**config.mk**
```make
export PLATFORM = sky130hd
export DESIGN_NAME = mac_periph
export DESIGN_NICKNAME = d
export VERILOG_FILES = /design/src/rtl/mac_pkg.sv /design/src/rtl/mac_win_dec.sv /design/src/rtl/mac_narrow.sv /design/src/rtl/mac_wide.sv /design/src/rtl/mac_periph.sv
export SDC_FILE = /design/constraint.sdc
export NUM_CORES = 2
export LEC_CHECK = 0
export CORE_ASPECT_RATIO = 1.1
export CORE_UTILIZATION = 65
export CTS_CLUSTER_DIAMETER = 30
export CTS_CLUSTER_SIZE = 30
export DETAILED_ROUTE_END_ITERATION = 10
export HOLD_SLACK_MARGIN = 0.08
export PLACE_DENSITY = 0.82
export SLEW_MARGIN = 40
export SYNTH_ARGS = -nofsm -noshare
export SYNTH_HDL_FRONTEND = slang
export SYNTH_HIERARCHICAL = 1
export SYNTH_SLANG_ARGS = --single-unit
```
**constraint.sdc**
```tcl
create_clock -name clk -period 37.4 [get_ports clk]
set_input_delay 9.35 -clock clk [delete_from_list [all_inputs] [get_ports clk]]
set_output_delay 9.35 -clock clk [all_outputs]
set_load 0.005 [all_outputs]
```
**src/rtl/mac_pkg.sv**
```systemverilog
package mac_pkg;

   localparam int unsigned WORD_W    = 16;
   localparam int unsigned OFF_W     = 6;
   localparam int unsigned WIN_BYTES = 'h2C;

   // operand-1 offset bits [2:1] encode the mode in this order
   typedef enum logic [1:0] {
      NM_UMUL = 2'd0,
      NM_SMUL = 2'd1,
      NM_UMAC = 2'd2,
      NM_SMAC = 2'd3
   } nmode_e;

   localparam logic [OFF_W-1:0] O_A_UMUL = 6'h00;
   localparam logic [OFF_W-1:0] O_A_SMUL = 6'h02;
   localparam logic [OFF_W-1:0] O_A_UMAC = 6'h04;
   localparam logic [OFF_W-1:0] O_A_SMAC = 6'h06;
   localparam logic [OFF_W-1:0] O_B_GO   = 6'h08;
   localparam logic [OFF_W-1:0] O_R_LO   = 6'h0A;
   localparam logic [OFF_W-1:0] O_R_HI   = 6'h0C;
   localparam logic [OFF_W-1:0] O_XWORD  = 6'h0E;
   localparam logic [OFF_W-1:0] O_WA_LU  = 6'h10;
   localparam logic [OFF_W-1:0] O_WA_H0  = 6'h12;
   localparam logic [OFF_W-1:0] O_WA_LS  = 6'h14;
   localparam logic [OFF_W-1:0] O_WA_H1  = 6'h16;
   localparam logic [OFF_W-1:0] O_WB_L   = 6'h20;
   localparam logic [OFF_W-1:0] O_WB_HGO = 6'h22;
   localparam logic [OFF_W-1:0] O_WR_0   = 6'h24;
   localparam logic [OFF_W-1:0] O_WR_1   = 6'h26;
   localparam logic [OFF_W-1:0] O_WR_2   = 6'h28;
   localparam logic [OFF_W-1:0] O_WR_3   = 6'h2A;

   function automatic logic [WORD_W-1:0] merge16(input logic [WORD_W-1:0] old_v,
                                                 input logic [WORD_W-1:0] new_v,
                                                 input logic [1:0]        be);
      merge16 = {be[1] ? new_v[15:8] : old_v[15:8],
                 be[0] ? new_v[7:0]  : old_v[7:0]};
   endfunction

endpackage

```
**src/rtl/mac_win_dec.sv**
```systemverilog
module mac_win_dec
   import mac_pkg::*;
#(
   parameter int unsigned ADDR_W = 16,
   parameter int unsigned BASE_A = 'h130,
   parameter int unsigned BASE_B = 'h4C0
) (
   input  logic [ADDR_W-1:0] addr,
   output logic              hit,
   output logic [OFF_W-1:0]  off
);

   localparam int unsigned NWIN = 2;
   localparam int unsigned BASES [NWIN] = '{BASE_A, BASE_B};

   logic [NWIN-1:0]  win_hit;
   logic [OFF_W-1:0] win_off [NWIN];
   logic [ADDR_W:0]  a_ext;

   assign a_ext = {1'b0, addr};

   for (genvar i = 0; i < NWIN; i++) begin : g_win
      localparam logic [ADDR_W:0] LO = (ADDR_W+1)'(BASES[i]);
      localparam logic [ADDR_W:0] HI = (ADDR_W+1)'(BASES[i] + WIN_BYTES);
      assign win_hit[i] = (a_ext >= LO) && (a_ext < HI);
      assign win_off[i] = OFF_W'(a_ext - LO) & 6'h3E;
   end

   always_comb begin
      hit = |win_hit;
      off = '0;
      for (int i = 0; i < NWIN; i++) begin
         if (win_hit[i]) off = win_off[i];
      end
   end

endmodule

```
**src/rtl/mac_narrow.sv**
```systemverilog
module mac_narrow
   import mac_pkg::*;
(
   input  logic              clk,
   input  logic              rst_n,
   input  logic              wr_en,
   input  logic [OFF_W-1:0]  off,
   input  logic [WORD_W-1:0] wdata,
   input  logic [1:0]        be,
   output logic [WORD_W-1:0] rd_data
);

   nmode_e            mode_q;
   logic [WORD_W-1:0] op1_q, op2_q, lo_q, hi_q, ext_q;
   logic [WORD_W-1:0] op1_m, op2_m, lo_m;
   logic [31:0]       prod_u, prod_s, acc, sum_s, res_nx;
   logic [32:0]       sum_u;
   logic [WORD_W-1:0] ext_nx;

   assign op1_m = merge16(op1_q, wdata, be);
   assign op2_m = merge16(op2_q, wdata, be);
   assign lo_m  = merge16(lo_q,  wdata, be);

   always_comb begin
      prod_u = {16'h0, op1_q} * {16'h0, op2_m};
      prod_s = {{16{op1_q[15]}}, op1_q} * {{16{op2_m[15]}}, op2_m};
      acc    = {hi_q, lo_q};
      sum_u  = {1'b0, acc} + {1'b0, prod_u};
      sum_s  = acc + prod_s;
      case (mode_q)
         NM_SMUL: begin
            res_nx = prod_s;
            ext_nx = {WORD_W{prod_s[31]}};
         end
         NM_UMAC: begin
            res_nx = sum_u[31:0];
            ext_nx = {{(WORD_W-1){1'b0}}, sum_u[32]};
         end
         NM_SMAC: begin
            res_nx = sum_s;
            ext_nx = {WORD_W{sum_s[31]}};
         end
         default: begin
            res_nx = prod_u;
            ext_nx = '0;
         end
      endcase
   end

   always_ff @(posedge clk or negedge rst_n) begin
      if (!rst_n) begin
         mode_q <= NM_UMUL;
         op1_q  <= '0;
         op2_q  <= '0;
         lo_q   <= '0;
         hi_q   <= '0;
         ext_q  <= '0;
      end else if (wr_en) begin
         case (off)
            O_A_UMUL, O_A_SMUL, O_A_UMAC, O_A_SMAC: begin
               op1_q  <= op1_m;
               mode_q <= nmode_e'(off[2:1]);
            end
            O_B_GO: begin
               op2_q        <= op2_m;
               {hi_q, lo_q} <= res_nx;
               ext_q        <= ext_nx;
            end
            O_R_LO:  lo_q <= lo_m;
            default: ;
         endcase
      end
   end

   always_comb begin
      case (off)
         O_A_UMUL, O_A_SMUL, O_A_UMAC, O_A_SMAC: rd_data = op1_q;
         O_B_GO:  rd_data = op2_q;
         O_R_LO:  rd_data = lo_q;
         O_R_HI:  rd_data = hi_q;
         O_XWORD: rd_data = ext_q;
         default: rd_data = '0;
      endcase
   end

endmodule

```
**src/rtl/mac_wide.sv**
```systemverilog
module mac_wide
   import mac_pkg::*;
#(
   parameter bit SPLIT_PP = 1'b1
) (
   input  logic              clk,
   input  logic              rst_n,
   input  logic              wr_en,
   input  logic [OFF_W-1:0]  off,
   input  logic [WORD_W-1:0] wdata,
   input  logic [1:0]        be,
   output logic [WORD_W-1:0] rd_data
);

   localparam int unsigned OPW = 2 * WORD_W;
   localparam int unsigned RW  = 2 * OPW;

   logic [OPW-1:0]    a_q, b_q, b_full;
   logic              sgn_q;
   logic [RW-1:0]     res_q, uprod, sprod;
   logic [WORD_W-1:0] a_lo_m, a_hi_m, b_lo_m, b_hi_m;

   assign a_lo_m = merge16(a_q[15:0],  wdata, be);
   assign a_hi_m = merge16(a_q[31:16], wdata, be);
   assign b_lo_m = merge16(b_q[15:0],  wdata, be);
   assign b_hi_m = merge16(b_q[31:16], wdata, be);
   assign b_full = {b_hi_m, b_q[15:0]};

   if (SPLIT_PP) begin : g_pp
      logic [OPW-1:0] p00, p01, p10, p11;
      assign p00   = {16'h0, a_q[15:0]}  * {16'h0, b_full[15:0]};
      assign p01   = {16'h0, a_q[15:0]}  * {16'h0, b_full[31:16]};
      assign p10   = {16'h0, a_q[31:16]} * {16'h0, b_full[15:0]};
      assign p11   = {16'h0, a_q[31:16]} * {16'h0, b_full[31:16]};
      assign uprod = {32'h0, p00} + {16'h0, p01, 16'h0}
                   + {16'h0, p10, 16'h0} + {p11, 32'h0};
   end else begin : g_flat
      assign uprod = {32'h0, a_q} * {32'h0, b_full};
   end

   // two's-complement correction of the unsigned product
   assign sprod = uprod - (a_q[31]    ? {b_full, 32'h0} : 64'h0)
                        - (b_full[31] ? {a_q,    32'h0} : 64'h0);

   always_ff @(posedge clk or negedge rst_n) begin
      if (!rst_n) begin
         a_q   <= '0;
         b_q   <= '0;
         sgn_q <= 1'b0;
         res_q <= '0;
      end else if (wr_en) begin
         case (off)
            O_WA_LU: begin
               a_q   <= {16'h0, a_lo_m};
               sgn_q <= 1'b0;
            end
            O_WA_LS: begin
               a_q   <= {16'h0, a_lo_m};
               sgn_q <= 1'b1;
            end
            O_WA_H0, O_WA_H1: a_q[31:16] <= a_hi_m;
            O_WB_L:           b_q <= {16'h0, b_lo_m};
            O_WB_HGO: begin
               b_q   <= b_full;
               res_q <= sgn_q ? sprod : uprod;
            end
            default: ;
         endcase
      end
   end

   always_comb begin
      case (off)
         O_WA_LU, O_WA_LS: rd_data = a_q[15:0];
         O_WA_H0, O_WA_H1: rd_data = a_q[31:16];
         O_WB_L:           rd_data = b_q[15:0];
         O_WB_HGO:         rd_data = b_q[31:16];
         O_WR_0:           rd_data = res_q[15:0];
         O_WR_1:           rd_data = res_q[31:16];
         O_WR_2:           rd_data = res_q[47:32];
         O_WR_3:           rd_data = res_q[63:48];
         default:          rd_data = '0;
      endcase
   end

endmodule

```
**src/rtl/mac_periph.sv**
```systemverilog
module mac_periph
   import mac_pkg::*;
#(
   parameter int unsigned ADDR_W   = 16,
   parameter int unsigned BASE_A   = 'h130,
   parameter int unsigned BASE_B   = 'h4C0,
   parameter bit          WIDE_EN  = 1'b1,
   parameter bit          SPLIT_PP = 1'b1
) (
   input  logic              clk,
   input  logic              rst_n,
   input  logic              bus_sel,
   input  logic              bus_wr,
   input  logic [ADDR_W-1:0] bus_addr,
   input  logic [1:0]        bus_be,
   input  logic [WORD_W-1:0] bus_wdata,
   output logic [WORD_W-1:0] bus_rdata
);

   localparam longint unsigned SPACE = longint'(1) << ADDR_W;

   if (ADDR_W < 8 || ADDR_W > 32) begin : g_bad_aw
      $error("mac_periph: ADDR_W must lie in 8..32");
   end
   if ((BASE_A % 2) != 0 || (BASE_B % 2) != 0) begin : g_bad_align
      $error("mac_periph: bases must be word aligned");
   end
   if (longint'(BASE_A) + WIN_BYTES > SPACE || longint'(BASE_B) + WIN_BYTES > SPACE) begin : g_bad_range
      $error("mac_periph: a window exceeds the address space");
   end
   if (!((BASE_A + WIN_BYTES <= BASE_B) || (BASE_B + WIN_BYTES <= BASE_A))) begin : g_bad_ovl
      $error("mac_periph: windows overlap");
   end

   logic              hit, wr_en;
   logic [OFF_W-1:0]  off;
   logic [WORD_W-1:0] n_rd, w_rd;

   mac_win_dec #(
      .ADDR_W (ADDR_W),
      .BASE_A (BASE_A),
      .BASE_B (BASE_B)
   ) u_dec (
      .addr (bus_addr),
      .hit  (hit),
      .off  (off)
   );

   assign wr_en = bus_sel && bus_wr && hit && (|bus_be);

   mac_narrow u_narrow (
      .clk     (clk),
      .rst_n   (rst_n),
      .wr_en   (wr_en),
      .off     (off),
      .wdata   (bus_wdata),
      .be      (bus_be),
      .rd_data (n_rd)
   );

   if (WIDE_EN) begin : g_wide
      mac_wide #(
         .SPLIT_PP (SPLIT_PP)
      ) u_wide (
         .clk     (clk),
         .rst_n   (rst_n),
         .wr_en   (wr_en),
         .off     (off),
         .wdata   (bus_wdata),
         .be      (bus_be),
         .rd_data (w_rd)
      );
   end else begin : g_nowide
      assign w_rd = '0;
   end

   // each engine returns zero for offsets it does not own
   assign bus_rdata = (bus_sel && !bus_wr && hit) ? (n_rd | w_rd) : '0;

endmodule

```
# After elaboration in Yosys (flattened, before gate mapping)
# Index checks and enable logic that the tools add are counted.
[word_totals]
out_inout_bits = 16
elab_cells = 115
in_bits = 38
ff_bits = 211
[classes]
bitwise_logic = 2
eq_ne = 24
mux = 20
n_addsub = 9
reduce_logical = 33
n_lt_le_gt_ge = 4
n_mul = 6
[ops]
columns = ["op", "n"]
rows = [
  ["multiplier 16 x 16 -> 32 bit", 6],
  ["2-to-1 mux 64 bit", 3],
  ["one-hot mux 16 bit (8 select lines)", 1],
  ["subtractor 64 bit", 2],
  ["one-hot mux 32 bit (3 select lines)", 1],
  ["one-hot mux 16 bit (5 select lines)", 1],
  ["adder 64 x 48 -> 64 bit", 1],
  ["adder 64 bit", 1],
  ["one-hot mux 16 bit (2 select lines)", 2],
  ["one-hot mux 32 bit (2 select lines)", 1],
  ["adder 32 x 48 -> 49 bit", 1],
  ["2-to-1 mux 8 bit", 6],
  ["one-hot mux 16 bit (3 select lines)", 1],
  ["equality test 6 bit, second input constant", 6],
  ["adder 32 x 32 -> 33 bit", 1],
  ["adder 32 bit", 1],
  ["equality test 6 x 4 -> 1 bit, second input constant", 4],
  ["equality test 6 x 5 -> 1 bit, second input constant", 4],
  ["AND reduction 3 bit", 8],
  ["greater-or-equal comparator 16 x 11 -> 1 bit, second input constant", 1],
  ["greater-or-equal comparator 16 x 9 -> 1 bit, second input constant", 1],
  ["less-than comparator 16 x 11 -> 1 bit, second input constant", 1],
  ["less-than comparator 16 x 9 -> 1 bit, second input constant", 1],
  ["2-to-1 mux 16 bit", 1],
  ["19 further kinds", 42],
]

# Depth between registers and ports, before layout
[logic_depth]
depth_word = 9
depth_mapped = 58
depth_no_buf = 55

# By module
# Netlist, hierarchy kept.
[by_module_without_submodules]
columns = ["module", "n_inst", "area_each_um2", "cells_each", "seq_area_each_um2"]
rows = [
  ["mac_wide", 1, 46537.1, 5299, 3228.1],
  ["mac_narrow", 1, 21518.1, 2454, 1701.6],
  ["mac_win_dec", 1, 240.2, 32, 0.0],
  ["mac_periph", 1, 162.7, 35, 0.0],
]

# Worst setup path before layout
# No wires, ideal clock.
[synth_timing]
path_type = "input -> output"
start = "input port bus_addr[4]"
end = "output port bus_rdata[3]"
n_path_buf = 4
t_arrival_ns = 12.149
required_time_ns = 28.050
stages = 12
path_slack_ns = 15.901
cell_sequence = "ha_1 > and4bb_2 > nand3_1 > a21oi_1 > clkbuf_1 > buf_1 > clkbuf_1 > clkbuf_1 > a221oi_1 > o22ai_1 > nor2_1 > nor2_1"
[synth_via]
elab_chain_len = 9
word_cells_on_any_way = 37
classes_between = "2 x add/sub; 4 x order compare; 17 x eq/ne; 5 x mux; 1 x bitwise; 8 x reduce/logical"
[synth_rtl]
columns = ["element", "line", "text"]
rows = [
  ["start, declared", "mac_periph.sv:14", "input logic [ADDR_W-1:0] bus_addr,"],
  ["greater-or-equal comparator 16 x 9 -> 1 bit or less-than comparator 16 x 9 -> 1 bit (tied branches)", "mac_win_dec.sv:25", "assign win_hit[i] = (a_ext >= LO) && (a_ext < HI);"],
  ["logical AND 1 bit", "mac_win_dec.sv:25", ""],
  ["2-to-1 mux 6 bit", "mac_win_dec.sv:33", "if (win_hit[i]) off = win_off[i];"],
  ["2-to-1 mux 6 bit (*)", "mac_win_dec.sv:33", ""],
  ["net off[1]", "mac_periph.sv:36", "logic [OFF_W-1:0] off;"],
  ["equality test 6 x 5 -> 1 bit", "mac_wide.sv:73", "case (off)"],
  ["OR reduction 2 bit, on equally long branches", "-", ""],
  ["one-hot mux 16 bit (8 select lines) (*)", "mac_wide.sv:73", ""],
  ["net w_rd[3]", "mac_periph.sv:37", "logic [WORD_W-1:0] n_rd, w_rd;"],
  ["bitwise OR 16 bit (*)", "mac_periph.sv:78", "assign bus_rdata = (bus_sel && !bus_wr && hit) ? (n_rd | w_rd) : '0;"],
  ["2-to-1 mux 16 bit (*)", "mac_periph.sv:78", ""],
  ["end, declared", "mac_periph.sv:17", "output logic [WORD_W-1:0] bus_rdata"],
]
# The timed path passes the listed nets; every way through them passes the cells marked *.

# Worst setup path after layout
[layout_timing]
start = "input port bus_be[0]"
end = "register g_wide.u_wide.res_q[63]"
[layout_via]
elab_chain_len = 8
word_cells_on_any_way = 13
classes_between = "5 x add/sub; 2 x mul; 3 x mux; 3 x reduce/logical"
[layout_rtl]
columns = ["element", "line", "text"]
rows = [
  ["start, declared", "mac_periph.sv:15", "input logic [1:0] bus_be,"],
  ["2-to-1 mux 8 bit", "mac_pkg.sv:38", "be[0] ? new_v[7:0] : old_v[7:0]};"],
  ["multiplier 16 x 16 -> 32 bit", "mac_wide.sv:32", "assign p01 = {16'h0, a_q[15:0]} * {16'h0, b_full[31:16]};"],
  ["adder 32 x 48 -> 49 bit", "mac_wide.sv:35", "assign uprod = {32'h0, p00} + {16'h0, p01, 16'h0}"],
  ["adder 64 x 48 -> 64 bit", "mac_wide.sv:36", "+ {16'h0, p10, 16'h0} + {p11, 32'h0};"],
  ["adder 64 bit", "mac_wide.sv:36", ""],
  ["subtractor 64 bit", "mac_wide.sv:42", "assign sprod = uprod - (a_q[31] ? {b_full, 32'h0} : 64'h0)"],
  ["subtractor 64 bit", "mac_wide.sv:43", "- (b_full[31] ? {a_q, 32'h0} : 64'h0);"],
  ["2-to-1 mux 64 bit", "mac_wide.sv:65", "res_q <= sgn_q ? sprod : uprod;"],
  ["end signal, assigned", "mac_wide.sv:65", ""],
  ["end, declared", "mac_wide.sv:20", "logic [RW-1:0] res_q, uprod, sprod;"],
]
# Several ways; a longest one is shown, not always the timed one.
# A chain may end at the register's enable or synchronous reset.

==> flow_metrics.tcl <==
set metrics [dict create \
    status "finished clean" \
    top_layer "met5" \
    post-route-period-util_pct 62.90 \
    yosysWarnings 6 \
    final_antenna_net_count 0 \
    startpoint "bus_be[0]" \
    critical_path.endpoint "g_wide.u_wide/res_q[63]$_DFFE_PN0P_" \
    core-area_um2 104100 \
    p_per_area_nw_per_um2 6.639 \
    path_clk_slew_ps 80 \
    dr_wl_met2_um 88480 \
    synthCells 7820 \
    grt_first_pass_wirelength_um 311400 \
    slowest_stage "fa_1" \
    area_growth_pct 3.593 \
    die_width_um 311.4 \
    fin_nets 9716 \
    critPathBufInv 7 \
    critPathMaxFanout 33 \
    dr.pass1.iters 7 \
    rows 124 \
    drt-wirelength-per-cell_um 21.49 \
    die_h_um 342.4 \
    peakVddDrop_uv 23.55 \
    cts_hold_buffers 0 \
    initial_core_util_pct 65.76 \
    drv_slew 0 \
    cts_tree "yes" \
    setup_viol 0 \
    async_reset_ff_share_pct 100.0 \
    layout_common_cells "inv_1, fa_1, nand2_1, ha_1, and2_1" \
    final_common_cell "inv_1" \
    cp-start-kind "input pin" \
    r2r_start "g_wide.u_wide/b_q[6]$_DFFE_PN0P_" \
    fin_crit_ps 23530 \
    grt_max_degree 116 \
    gr-total-overflow 0 \
    cts_buffers 17 \
    cts_root_buf "clkbuf_16" \
    cp.depth 54 \
    syn-num-nets 9895 \
    grt_pass1_vias 58040 \
    track_usage_pct 37.31 \
    r2r_slack_ps 22930 \
    crit_required_ps 37700 \
    vias 55350 \
    wl_met3_um 22390 \
    io_pins 54 \
    cap_violations 0 \
    syn_area_um2 68460 \
    drt_iter0_markers 5559 \
    max_freq_ghz 0.04251 \
    yosysSeqAreaShare_pct 7.201 \
    synth_edf_count 0 \
    port_buffers 52 \
    clk_latency_ps 440 \
    gp_congestion 1.000 \
    cp_common_cell "fa_1" \
    die-area_um2 106600 \
    p_leak_uw 0.03791 \
    cts_buffer_depth 2 \
    critPathCaptureType "flop" \
    hold_start "g_wide.u_wide/res_q[26]$_DFFE_PN0P_" \
    total_power_uw 470.9 \
    antenna_found_initial 10 \
    min_path_type "reg -> reg" \
    avgSynthCellArea_um2 8.754 \
    cts_htree_levels 4 \
    synthDistinctLibCells 111 \
    drc 0 \
    slew_headroom_pct 38.10 \
    crit_family "adder cells" \
    met1Wirelength_um 71750 \
    post_cts_buffers 0 \
    path_class "in -> reg" \
    critPathMaxStageDelay_ps 550 \
    hpwl_um 149100 \
    cp.arrival_ps 23830 \
    cts_num_sinks 197 \
    fin_setup_tns_ps 0 \
    reg2reg_to "g_wide.u_wide/res_q[63]$_DFFE_PN0P_" \
    hold_violations 0 \
    rsz0062_at_grt "no" \
    cts.repair.resized 0 \
    viasPerCell 6.121 \
    ys_ff_latch 197 \
    routed_wirelength_um 194300 \
    worst_slew_pin_slew_ps 916.9 \
    ys.flop_type "dfrtp_1" \
    drive_above_1_share_pct 4.181 \
    r2r_cells 51 \
    fin_skew_ps 14.55 \
]
per-layer routing:
| layer | global-route usage, % | vias to the layer above |
|---|---|---|
| li1 | - | 24080 |
| met1 | 47.48 | 27530 |
| met2 | 59.46 | 2950 |
| met3 | 9.085 | 787 |
| met4 | 19.06 | 6 |
| met5 | 0 | - |
worst reg2reg max path, delay by kind of cell, from the launching register on:
family,cells,cell delay (ps)
compound gates,20,4630
xor+xnor,4,780
fa+ha+maj,15,6260
buf+inv,7,760
flops,1,790
simple gates,5,1080
synth_stat cells (all sizes together), types with 24 or more instances:
cell type | number | area share, %
inv | 1608 | 8.8
mux2 | 80 | 1.3
nand2b | 44 | 0.40
nor3 | 57 | 0.42
nand2 | 1010 | 5.5
a221oi | 29 | 0.41
a31oi | 44 | 0.44
xor2 | 84 | 1.1
a21o | 152 | 1.7
fa | 1218 | 36
a22o | 34 | 0.43
xnor2 | 184 | 2.4
nand3 | 76 | 0.56
mux2i | 27 | 0.39
buf | 24 | 0.17
a211oi | 55 | 0.63
o21bai | 34 | 0.37
nor2 | 222 | 1.2
and2 | 492 | 4.5
nor2b | 128 | 1.2
clkbuf | 341 | 1.9
ha | 819 | 15
and3 | 35 | 0.32
o21ai | 208 | 1.5
o21a | 43 | 0.47
a22oi | 33 | 0.36
dfrtp | 197 | 7.2
a21oi | 268 | 2.0
area by class of cell:
cell class / instances / area [um^2]
diodes: 3 / 7.507
clock buffers: 20 / 446.7
repair buffers: 167 / 1409
flip-flops and latches: 197 / 4936
fillers: 8048 / 33190
inverters: 1608 / 6036
clock inverters: 12 / 158.9
multi-input cells: 5650 / 56190
well taps: 1386 / 1734
how the worst min path moves through the flow:
stage | slack (ps) | depth (start not counted) | to
6_report | 490 | 2 | g_wide.u_wide/res_q[26]$_DFFE_PN0P_
5_1_grt | 510 | 2 | g_wide.u_wide/res_q[12]$_DFFE_PN0P_
4_1_cts | 490 | 2 | g_wide.u_wide/res_q[1]$_DFFE_PN0P_
3_5_place_dp | 460 | 2 | g_wide.u_wide/res_q[0]$_DFFE_PN0P_
3_3_place_gp | 440 | 2 | g_wide.u_wide/res_q[0]$_DFFE_PN0P_
2_1_floorplan | 430 | 2 | g_wide.u_wide/res_q[0]$_DFFE_PN0P_
state kept, by name (all words and copies together), names as in the netlist, 2 cells and up:
| register | flops |
|---|---|
| g_wide.u_wide/res_q | 64 |
| g_wide.u_wide/a_q | 32 |
| g_wide.u_wide/b_q | 32 |
| u_narrow/hi_q | 16 |
| u_narrow/lo_q | 16 |
| u_narrow/op1_q | 16 |
| u_narrow/op2_q | 16 |
| u_narrow/ext_q | 2 |
| u_narrow/mode_q | 2 |
where the power goes:
part | leakage (uW) | total, uW | internal, uW | switching (uW)
registers | 0.00272 | 213 | 213 | 0.0712
logic | 0.0349 | 67.8 | 17.7 | 50.1
clock network | 0.000295 | 190 | 98.0 | 92.2
total | 0.0379 | 471 | 328 | 142
logic make-up (layout without fill, tap and decap cells):
kind of cell / count (synthesis) / in the layout / synth area share, %
other cells: 1 / 4 / 0.005478
fa+ha+maj: 2037 / 2037 / 50.59
mux: 129 / 129 / 2.440
compound gates: 1053 / 1053 / 10.28
simple gates: 2161 / 2161 / 15.18
flops: 197 / 197 / 7.201
xor+xnor: 269 / 269 / 3.462
buf+inv: 1973 / 1807 / 10.85
metrics by stage:
stage | std cells | utilization, % | cell area [um^2] | hold WS (ps) | setup WS, ps
2_1_floorplan | 7820 | - | 68460 | 434.0 | 15900
3_3_place_gp | 9008 | 67.48 | 70250 | 443.8 | 13860
3_5_place_dp | 9008 | 67.52 | 70290 | 461.6 | 13800
4_1_cts | 9040 | 68.10 | 70900 | 487.6 | 14120
5_1_grt | 9041 | 68.12 | 70910 | 510.5 | 13420
6_report | 9043 | 68.12 | 70920 | 489.4 | 13870
(Power assumes the default switching activity.)
